File: config.mk
export PLATFORM = sky130hd
export DESIGN_NAME = ddr_burst_guard
export DESIGN_NICKNAME = d
export VERILOG_FILES = /design/src/rtl/ddr_guard_pkg.sv /design/src/rtl/ddr_latency_line.sv /design/src/rtl/ddr_burst_window.sv /design/src/rtl/ddr_rule_check.sv /design/src/rtl/ddr_burst_guard.sv
export SDC_FILE = /design/constraint.sdc
export NUM_CORES = 1
export LEC_CHECK = 0
export BUFFER_PORTS_ARGS = -buffer_cell sky130_fd_sc_hd__buf_4
export CORE_ASPECT_RATIO = 1.1
export CORE_UTILIZATION = 45
export CTS_CLUSTER_SIZE = 30
export DETAILED_ROUTE_END_ITERATION = 12
export GPL_ROUTABILITY_DRIVEN = 0
export PLACE_DENSITY = 0.66
export SETUP_SLACK_MARGIN = 0.2
export SYNTH_ARGS = -nofsm -noshare
export SYNTH_HDL_FRONTEND = slang
export SYNTH_SLANG_ARGS = --single-unit
export TNS_END_PERCENT = 1
File: constraint.sdc
create_clock -name clk -period 4.7 [get_ports clk]
set_clock_uncertainty 0.1 [all_clocks]
set_input_delay 0.705 -clock clk [delete_from_list [all_inputs] [get_ports clk]]
set_output_delay 0.705 -clock clk [all_outputs]
set_load 0.005 [all_outputs]
File: src/rtl/ddr_guard_pkg.sv
package ddr_guard_pkg;

    typedef enum logic [2:0] {
        OP_IDLE       = 3'd0,
        OP_READ       = 3'd1,
        OP_WRITE      = 3'd2,
        OP_PRECHARGE  = 3'd3,
        OP_BURST_STOP = 3'd4
    } cmd_op_e;

    // one pending window start in the latency line
    typedef struct packed {
        logic valid;
        logic is_wr;
    } slot_t;

    // sticky violation set
    typedef struct packed {
        logic intr;
        logic bstop;
        logic recov;
    } viol_t;

    // cycles from the registered command to the first data cycle
    function automatic int unsigned burst_latency(input logic is_wr,
                                                  input int unsigned al,
                                                  input int unsigned cl);
        int unsigned lat;
        lat = al + cl;
        if (is_wr && lat != 0) lat = lat - 1;
        if (lat < 2) lat = 2;
        return lat;
    endfunction

    // two beats per clock
    function automatic int unsigned window_cycles(input logic bl8);
        return bl8 ? 4 : 2;
    endfunction

endpackage

File: src/rtl/ddr_latency_line.sv
module ddr_latency_line
    import ddr_guard_pkg::*;
#(
    parameter int DEPTH = 14,
    parameter int LAT_W = 4
) (
    input  logic             clk,
    input  logic             rst,
    input  logic             ins_en,
    input  logic             ins_wr,
    input  logic [LAT_W-1:0] ins_lat,
    output slot_t            head
);
    // bit k set: a window starts k+1 cycles from now
    logic [DEPTH-1:0] vld_q, wr_q;
    logic [DEPTH-1:0] hit;

    generate
        for (genvar k = 0; k < DEPTH; k++) begin : g_slot
            assign hit[k] = ins_en && (ins_lat == LAT_W'(k + 2));
        end
    endgenerate

    always_ff @(posedge clk) begin
        if (rst) begin
            vld_q <= '0;
            wr_q  <= '0;
        end else begin
            vld_q <= (vld_q >> 1) | hit;
            wr_q  <= ((wr_q >> 1) & ~hit) | (hit & {DEPTH{ins_wr}});
        end
    end

    assign head = '{valid: vld_q[0], is_wr: wr_q[0]};

endmodule

File: src/rtl/ddr_burst_window.sv
module ddr_burst_window
    import ddr_guard_pkg::*;
#(
    parameter int LEN_W = 3
) (
    input  logic             clk,
    input  logic             rst,
    input  slot_t            start,
    input  logic [LEN_W-1:0] len,
    output logic             rd_active,
    output logic             wr_active
);
    logic [LEN_W-1:0] left_q;
    logic             wr_q;

    // a new start reloads the count, which cuts the older burst short
    always_ff @(posedge clk) begin
        if (rst) begin
            left_q <= '0;
            wr_q   <= 1'b0;
        end else if (start.valid) begin
            left_q <= len;
            wr_q   <= start.is_wr;
        end else if (left_q != '0) begin
            left_q <= left_q - 1'b1;
        end
    end

    assign rd_active = (left_q != '0) && !wr_q;
    assign wr_active = (left_q != '0) &&  wr_q;

endmodule

File: src/rtl/ddr_rule_check.sv
module ddr_rule_check
    import ddr_guard_pkg::*;
#(
    parameter int LAT_W = 4,
    parameter int LEN_W = 3,
    parameter int WR_W  = 3,
    parameter int REM_W = 5
) (
    input  logic             clk,
    input  logic             rst,
    input  logic             clr,
    input  logic [2:0]       op,
    input  logic             bl8,
    input  logic [LAT_W-1:0] cmd_lat,
    input  logic [LEN_W-1:0] cmd_len,
    input  logic [WR_W-1:0]  wr_time,
    output viol_t            flags
);
    logic is_rd, is_wr, is_col, is_pre, is_bs;
    assign is_rd  = (op == OP_READ);
    assign is_wr  = (op == OP_WRITE);
    assign is_col = is_rd || is_wr;
    assign is_pre = (op == OP_PRECHARGE);
    assign is_bs  = (op == OP_BURST_STOP);

    // latest burst: cycles until its last window cycle
    logic             any_busy_q, last_wr_q;
    logic [REM_W-1:0] any_rem_q;
    // latest write burst and the recovery count after it
    logic             wr_busy_q;
    logic [REM_W-1:0] wr_rem_q;
    logic [WR_W-1:0]  rec_q;
    viol_t            flags_q, hit;

    logic [REM_W-1:0] new_end;
    logic             overlap;
    assign new_end = REM_W'(cmd_lat) + REM_W'(cmd_len) - REM_W'(2);
    assign overlap = any_busy_q && (any_rem_q >= REM_W'(cmd_lat));

    always_comb begin
        hit       = '0;
        hit.intr  = is_col && overlap && (!bl8 || (last_wr_q != is_wr));
        hit.bstop = is_bs;
        hit.recov = is_pre && (wr_busy_q || rec_q != '0);
    end

    always_ff @(posedge clk) begin
        if (rst) begin
            flags_q    <= '0;
            any_busy_q <= 1'b0;
            any_rem_q  <= '0;
            last_wr_q  <= 1'b0;
            wr_busy_q  <= 1'b0;
            wr_rem_q   <= '0;
            rec_q      <= '0;
        end else begin
            flags_q <= (clr ? viol_t'('0) : flags_q) | hit;

            if (is_col) begin
                any_busy_q <= 1'b1;
                any_rem_q  <= new_end;
                last_wr_q  <= is_wr;
            end else if (any_busy_q) begin
                if (any_rem_q == '0) any_busy_q <= 1'b0;
                else                 any_rem_q  <= any_rem_q - 1'b1;
            end

            if (is_wr) begin
                wr_busy_q <= 1'b1;
                wr_rem_q  <= new_end;
            end else if (wr_busy_q) begin
                if (wr_rem_q == '0) wr_busy_q <= 1'b0;
                else                wr_rem_q  <= wr_rem_q - 1'b1;
            end

            if (wr_busy_q && wr_rem_q == '0 && !is_wr) rec_q <= wr_time;
            else if (rec_q != '0)                     rec_q <= rec_q - 1'b1;
        end
    end

    assign flags = flags_q;

endmodule

File: src/rtl/ddr_burst_guard.sv
module ddr_burst_guard
    import ddr_guard_pkg::*;
#(
    parameter int AL_W = 3,
    parameter int CL_W = 3,
    parameter int WR_W = 3
) (
    input  logic            clk,
    input  logic            rst,
    input  logic            clr_flags,
    input  logic [2:0]      cmd_op,
    input  logic            cfg_bl8,
    input  logic [AL_W-1:0] cfg_al,
    input  logic [CL_W-1:0] cfg_cl,
    input  logic [WR_W-1:0] cfg_wr,
    output logic            rd_preamble,
    output logic            wr_preamble,
    output logic            rd_window,
    output logic            wr_window,
    output logic            err_interrupt,
    output logic            err_burst_stop,
    output logic            err_recovery
);
    localparam int MAX_LAT = (1 << AL_W) - 1 + (1 << CL_W) - 1;
    localparam int LAT_W   = $clog2(MAX_LAT + 1);
    localparam int LEN_W   = 3;
    localparam int REM_W   = $clog2(MAX_LAT + 6);

    logic             is_wr_cmd, is_col_cmd;
    logic [LAT_W-1:0] cmd_lat;
    logic [LEN_W-1:0] cmd_len;
    slot_t            head;
    viol_t            flags;

    assign is_wr_cmd  = (cmd_op == OP_WRITE);
    assign is_col_cmd = (cmd_op == OP_READ) || is_wr_cmd;
    assign cmd_lat    = LAT_W'(burst_latency(is_wr_cmd, 32'(cfg_al), 32'(cfg_cl)));
    assign cmd_len    = LEN_W'(window_cycles(cfg_bl8));

    ddr_latency_line #(.DEPTH(MAX_LAT), .LAT_W(LAT_W)) u_line (
        .clk     (clk),
        .rst     (rst),
        .ins_en  (is_col_cmd),
        .ins_wr  (is_wr_cmd),
        .ins_lat (cmd_lat),
        .head    (head)
    );

    ddr_burst_window #(.LEN_W(LEN_W)) u_window (
        .clk       (clk),
        .rst       (rst),
        .start     (head),
        .len       (cmd_len),
        .rd_active (rd_window),
        .wr_active (wr_window)
    );

    ddr_rule_check #(.LAT_W(LAT_W), .LEN_W(LEN_W), .WR_W(WR_W), .REM_W(REM_W)) u_rules (
        .clk     (clk),
        .rst     (rst),
        .clr     (clr_flags),
        .op      (cmd_op),
        .bl8     (cfg_bl8),
        .cmd_lat (cmd_lat),
        .cmd_len (cmd_len),
        .wr_time (cfg_wr),
        .flags   (flags)
    );

    assign rd_preamble    = head.valid && !head.is_wr;
    assign wr_preamble    = head.valid &&  head.is_wr;
    assign err_interrupt  = flags.intr;
    assign err_burst_stop = flags.bstop;
    assign err_recovery   = flags.recov;

endmodule

## After elaboration in Yosys (flattened, before gate mapping)

Cells that the tools add are included.

- $mul: 0
- Equality and inequality tests: 21
- Reductions and logical operators: 43
- Muxes and demuxes: 20
- Bitwise operators: 6
- $add $sub $neg: 8
- Shift operators: 0
- Order comparisons: 2
- Div/mod/pow operators: 0

Operator list:

| cell | count |
|---|---|
| equality test 4 bit (second input constant) | 8 |
| less-than comparator 32 x 2 -> 1 bit (second input constant) | 1 |
| two-way mux 32 bit | 1 |
| nonzero test 32 bit | 1 |
| two-way mux 5 bit | 6 |
| logical AND 1 bit | 25 |
| two-way mux 3 bit | 6 |
| equality test 4 x 3 -> 1 bit (second input constant) | 4 |
| AND 13 x 14 -> 14 bit | 1 |
| AND 14 bit | 1 |
| inverter 14 bit | 1 |
| bitwise OR 13 x 14 -> 14 bit | 1 |
| bitwise OR 14 bit | 1 |
| zero test 5 bit | 2 |
| subtractor 5 x 1 -> 5 bit (second input constant) | 2 |
| equality test 4 x 2 -> 1 bit (second input constant) | 2 |
| nonzero test 2 bit | 4 |
| equality test 3 x 2 -> 1 bit (second input constant) | 2 |
| two-way mux 1 bit | 6 |
| nonzero test 3 bit | 2 |
| subtractor 3 x 1 -> 3 bit (second input constant) | 2 |
| adder 4 x 3 -> 5 bit | 1 |
| greater-or-equal comparator 5 x 4 -> 1 bit | 1 |
| subtractor 4 x 1 -> 5 bit (second input constant) | 1 |
| 11 further kinds | 18 |

- Output and inout port bits: 7
- Register bits: 51
- Bits in read-only memories: 0
- Logic and storage cells: 113
- Input bits: 16
- Bits in latches: 0
- Memories: 0
- RAM bits: 0

## Logic depth before layout (Yosys ltp)

- Depth after elaboration: 11
- Depth in mapped cells: 16
- Mapped depth without buffers: 15

## Hierarchy

Synthesis repeated with hierarchy kept, for this count alone.

- Cell total of the unflattened synthesis: 338
- Area, all modules: 3016.6 um^2

Modules (own cells, without submodules):

| module | area each (um^2) | instances | sequential area each (um^2) | cells each |
|---|---|---|---|---|
| ddr_rule_check | 1296.2 | 1 | 380.4 | 148 |
| ddr_latency_line | 1093.5 | 1 | 560.5 | 113 |
| ddr_burst_guard | 370.4 | 1 | 0.0 | 50 |
| ddr_burst_window | 256.5 | 1 | 80.1 | 27 |

## Least setup slack after synthesis

OpenSTA, ideal clock, no wires.

- Kind: input port to flip-flop
- Start: input cfg_al[0]
- End: register u_rules.any_rem_q[4]
- Data required time: 4.514 ns
- Path buffers: 1
- Setup time: 0.086 ns
- Arrival time: 3.610 ns
- Stages on the path: 16
- Path slack: 0.905 ns
- Path through: ha_1 -> inv_1 -> fa_1 -> ha_1 -> and4bb_2 -> nand3_1 -> a32o_1 -> buf_6 -> ha_1 -> inv_1 -> ha_1 -> inv_1 -> fa_1 -> xnor2_1 -> nor2_1 -> a211oi_1

- Longest elaborated chain between the ends: 9
- Elaborated cells between the ends (all ways): 10
- Classes of those cells: 4 x add/sub; 1 x order compare; 3 x mux; 2 x reduce/logical

RTL lines:

| element | RTL line | text |
|---|---|---|
| start: declaration | ddr_burst_guard.sv:13 | `input logic [AL_W-1:0] cfg_al,` |
| adder 3 x 3 -> 4 bit (*) | ddr_guard_pkg.sv:29 | `lat = al + cl;` |
| parallel branches: the longest is 2 deep, another holds subtractor 4 x 1 -> 5 bit | -- |  |
| two-way mux 32 bit (*) | ddr_guard_pkg.sv:30 | `if (is_wr && lat != 0) lat = lat - 1;` |
| less-than comparator 32 x 2 -> 1 bit | ddr_guard_pkg.sv:31 | `if (lat < 2) lat = 2;` |
| two-way mux 4 bit (*) | ddr_guard_pkg.sv:31 |  |
| adder 4 x 3 -> 5 bit (*) | ddr_rule_check.sv:37 | `assign new_end = REM_W'(cmd_lat) + REM_W'(cmd_len) - REM_W'(2);` |
| subtractor 5 x 2 -> 5 bit (*) | ddr_rule_check.sv:37 |  |
| two-way mux 5 bit (*) | ddr_rule_check.sv:59 | `if (is_col) begin` |
| end signal: assignment | ddr_rule_check.sv:61 | `any_rem_q <= new_end;` |
| end signal: assignment | ddr_rule_check.sv:65 | `else any_rem_q <= any_rem_q - 1'b1;` |
| end: declaration | ddr_rule_check.sv:28 | `logic [REM_W-1:0] any_rem_q;` |

Mark *: on every way between the ends.
A chain may end at the register's enable or synchronous reset.

## Worst setup path after layout

Same ends and word-level chain as after synthesis.

==> reports/results.txt <==
sequential area share after synthesis - 36.81%
initial DRC count - 119
PnR Total Power - 1.166 mW
Clock Root Buffer - clkbuf_8
Synth Area in XOR/XNOR - 3.789%
post_cts resized - 0
hold slack - 0.3508 ns
WP data required - 4.82 ns
unrepaired setup endpoints after global routing - no
Crit Path Category - input pin to flip-flop
pre-CTS WS - 0.4056 ns
period utilization - 84.49%
vias - 2178
hold path cells - 2
worst-path cell chain - buf_4, ha_1, inv_1, fa_1, ha_1, and4bb_2, nand3_1, a32o_1, ha_1, inv_1, ha_1, inv_1, fa_1, xnor2_1, nor2_1, a211oi_1
routed len/inst - 12.88 um
clock tree buffer depth - 2
initial antenna violation count - 0
DRT Wirelength - 5371 um
DRC Markers - 0
Slew HR - 24.31%
Post-synth EDFFs - 0
Mapped Area - 2774 um2
synth warn - 0
compound-cell area share of the yosys netlist - 16.51%
Leakage Power - 1.317 nW
Core Area - 5842 um2
Slew Viols, Final - 0
Antenna Nets Post-Route - 0
CP max FO - 11
htree depth - 2
adder-cell share of the synthesized area - 9.111%
reg2reg start - u_rules.any_rem_q[0]
main combinational cell family by area after synthesis - simple AND/OR/NAND/NOR gates
# setup viols final - 0
Initial Util - 47.48%
slowest CP cell - fa_1
CTS Sinks - 51
average size of a mapped cell - 8.588 um2
WHS Endpoint - u_line.vld_q[1]
ys flop type - dfxtp_1
Post-Syn Nets - 358
PD cells - 377.3 nW/um2
Detailed Routing Iterations Pass 1 - 4
Die Height - 84.35 um
CP startpoint kind - input pin
Boundary Pins - 23
share of cells above drive strength 1 - 12.65%
CTS tree - done
min cycle time layout - 3.971 ns
FP Rows - 29
CTS Buf Count - 5
worst reg2reg path endpoint - u_rules.any_rem_q[3]
mux share of post-synthesis cell area - 5.277%
Async SR Flop Fraction - 0%
setup ws final - 0.7290 ns
synth cell count leaders - dfxtp_1, nor2_1, a21oi_1, inv_1, ha_1
DIE WIDTH - 76.86 um
area grow syn2layout - 11.46%
Setup Fix Bufs, Post-CTS - 0
Tightest Pin Transition - 1.121 ns
Max Fclk - 251.8 MHz
worst hold path type - flip-flop to flip-flop
Critical Path AT - 4.09 ns
#FFs+latches synth - 51
grt total ovfl - 0
placed inst area - 2980 um2
largest cells by area after synthesis - dfxtp_1, ha_1, a21oi_1
GRT Total Usage - 17.29%
largest net degree at the start of global routing - 56
Layout fillers - 549
Top cell by count, worst path - ha_1
final hold vios - 0
DP HPWL - 3757 um
reg2reg setup slack - 2.39 ns
critical path capture point type - flip-flop
CTS Hold Bufs - 0
final setup TNS - 0 ns
most frequent cell after synthesis - dfxtp_1
status - finished, final reports clean
slowest cell delay on critical path - 0.51 ns
first-pass GRT wire length - 8963 um
Worst VDD drop - 0.1912 mV
clock transition at the registers of the reported paths - 0.09 ns
Syn Inst Count - 323
Setup crit start - cfg_al[0]
Nets - 374
max_cap viols - 0
Die Area - 6483 um2
Finished Cell Area - 3092 um2
Yosys top cell area share - 36.81%
Yosys top cell by area - dfxtp_1
I/O Buffers - 22
vias in the first global route - 1947
hold_sp - u_line.vld_q[2]
Unique masters post-synth - 51
Diodes inserted - 0
via/cell ratio - 5.223
Simple-Gate Fraction of Synth Area - 22.91%
Worst-Skew Late Latency - 0.31 ns
r2r worst-path depth - 8
-- power by group --
group,total (mW),internal [mW],switching (mW),leakage (nW)
Combinational,0.362,0.157,0.205,0.846
Clock,0.308,0.161,0.147,0.0558
Sequential,0.497,0.470,0.0263,0.415
Total,1.17,0.788,0.378,1.32
-- layer usage --
| layer | up-vias | share of wire [%] | track usage [%] | wire, um |
|---|---|---|---|---|
| li1 | 1152 | - | - | - |
| met1 | 980 | 49 | 22.56 | 2616 |
| met2 | 36 | 45 | 27.35 | 2440 |
| met3 | 10 | 3.5 | 3.261 | 188 |
| met4 | 0 | 2.3 | 8.392 | 125 |
| met5 | - | 0 | 0 | 0 |
-- worst max path at each step --
| stage | end | cells past startpoint | slack (ns) |
|---|---|---|---|
| 6_report | u_rules.any_rem_q[4] | 16 | 0.73 |
| 5_1_grt | u_rules.any_rem_q[4] | 16 | 0.49 |
| 4_1_cts | u_rules.any_rem_q[4] | 16 | 0.73 |
| 3_5_place_dp | u_rules.any_rem_q[4] | 16 | 0.41 |
| 3_3_place_gp | u_rules.any_rem_q[4] | 16 | 0.52 |
| 2_1_floorplan | u_rules.any_rem_q[4] | 16 | 0.90 |
-- through the flow --
stage / instances / utilization [%]
5_1_grt: 417 / 52.92
4_1_cts: 417 / 52.92
3_5_place_dp: 409 / 51.02
3_3_place_gp: 409 / 51.02
6_report: 417 / 52.92
2_1_floorplan: 323 / -
-- flip-flops by register name, summed over array words and instances (netlist names), 3 cells and up --
register           count
u_line.wr_q           14
u_rules.rec_q          3
u_rules.flags          3
u_window.left_q        3
u_rules.wr_rem_q       5
u_rules.any_rem_q      5
u_line.vld_q          14
-- worst max-delay path: cells and delay by family --
family	cells	cell delay, ns
fa+ha+maj	6	1.82
compound gates	2	0.71
buf+inv	4	0.29
simple gates	3	0.37
xor+xnor	1	0.21
-- cells by family (layout without fill, tap and decap cells) --
kind of cell	Yosys count	after routing
and+or+nand+nor	120	120
DFF	51	51
muxes	14	14
AOI/OAI and AO/OA	69	69
adders and majority gates	19	19
buffers and inverters	38	55
xor gates and xnor gates	12	12
-- cell type report --
cell class | instances | area [um2] | area share [%]
clock inverter | 2 | 38.79 | 1.255
clock buffer | 6 | 72.57 | 2.347
timing repair buffer | 23 | 172.7 | 5.585
inverter | 24 | 92.59 | 2.995
tap | 77 | 96.34 | 3.116
multi-input combinational | 234 | 1598 | 51.68
sequential | 51 | 1021 | 33.02
-- placed cells by master, fill, tap and decap left out, drive strengths merged, types with 3 or more instances in the layout --
master,instances
buf,23
mux2i,12
nand2,16
nor4,5
ha,17
nand2b,16
and2,3
nor3,11
nor2,40
and3,3
dfxtp,51
a21bo,3
o21ai,5
inv,25
nor2b,5
xnor2,8
a211oi,8
nand3,11
clkbuf,6
a21oi,34
xor2,4
No activity file was read; power rests on OpenSTA's default activity.
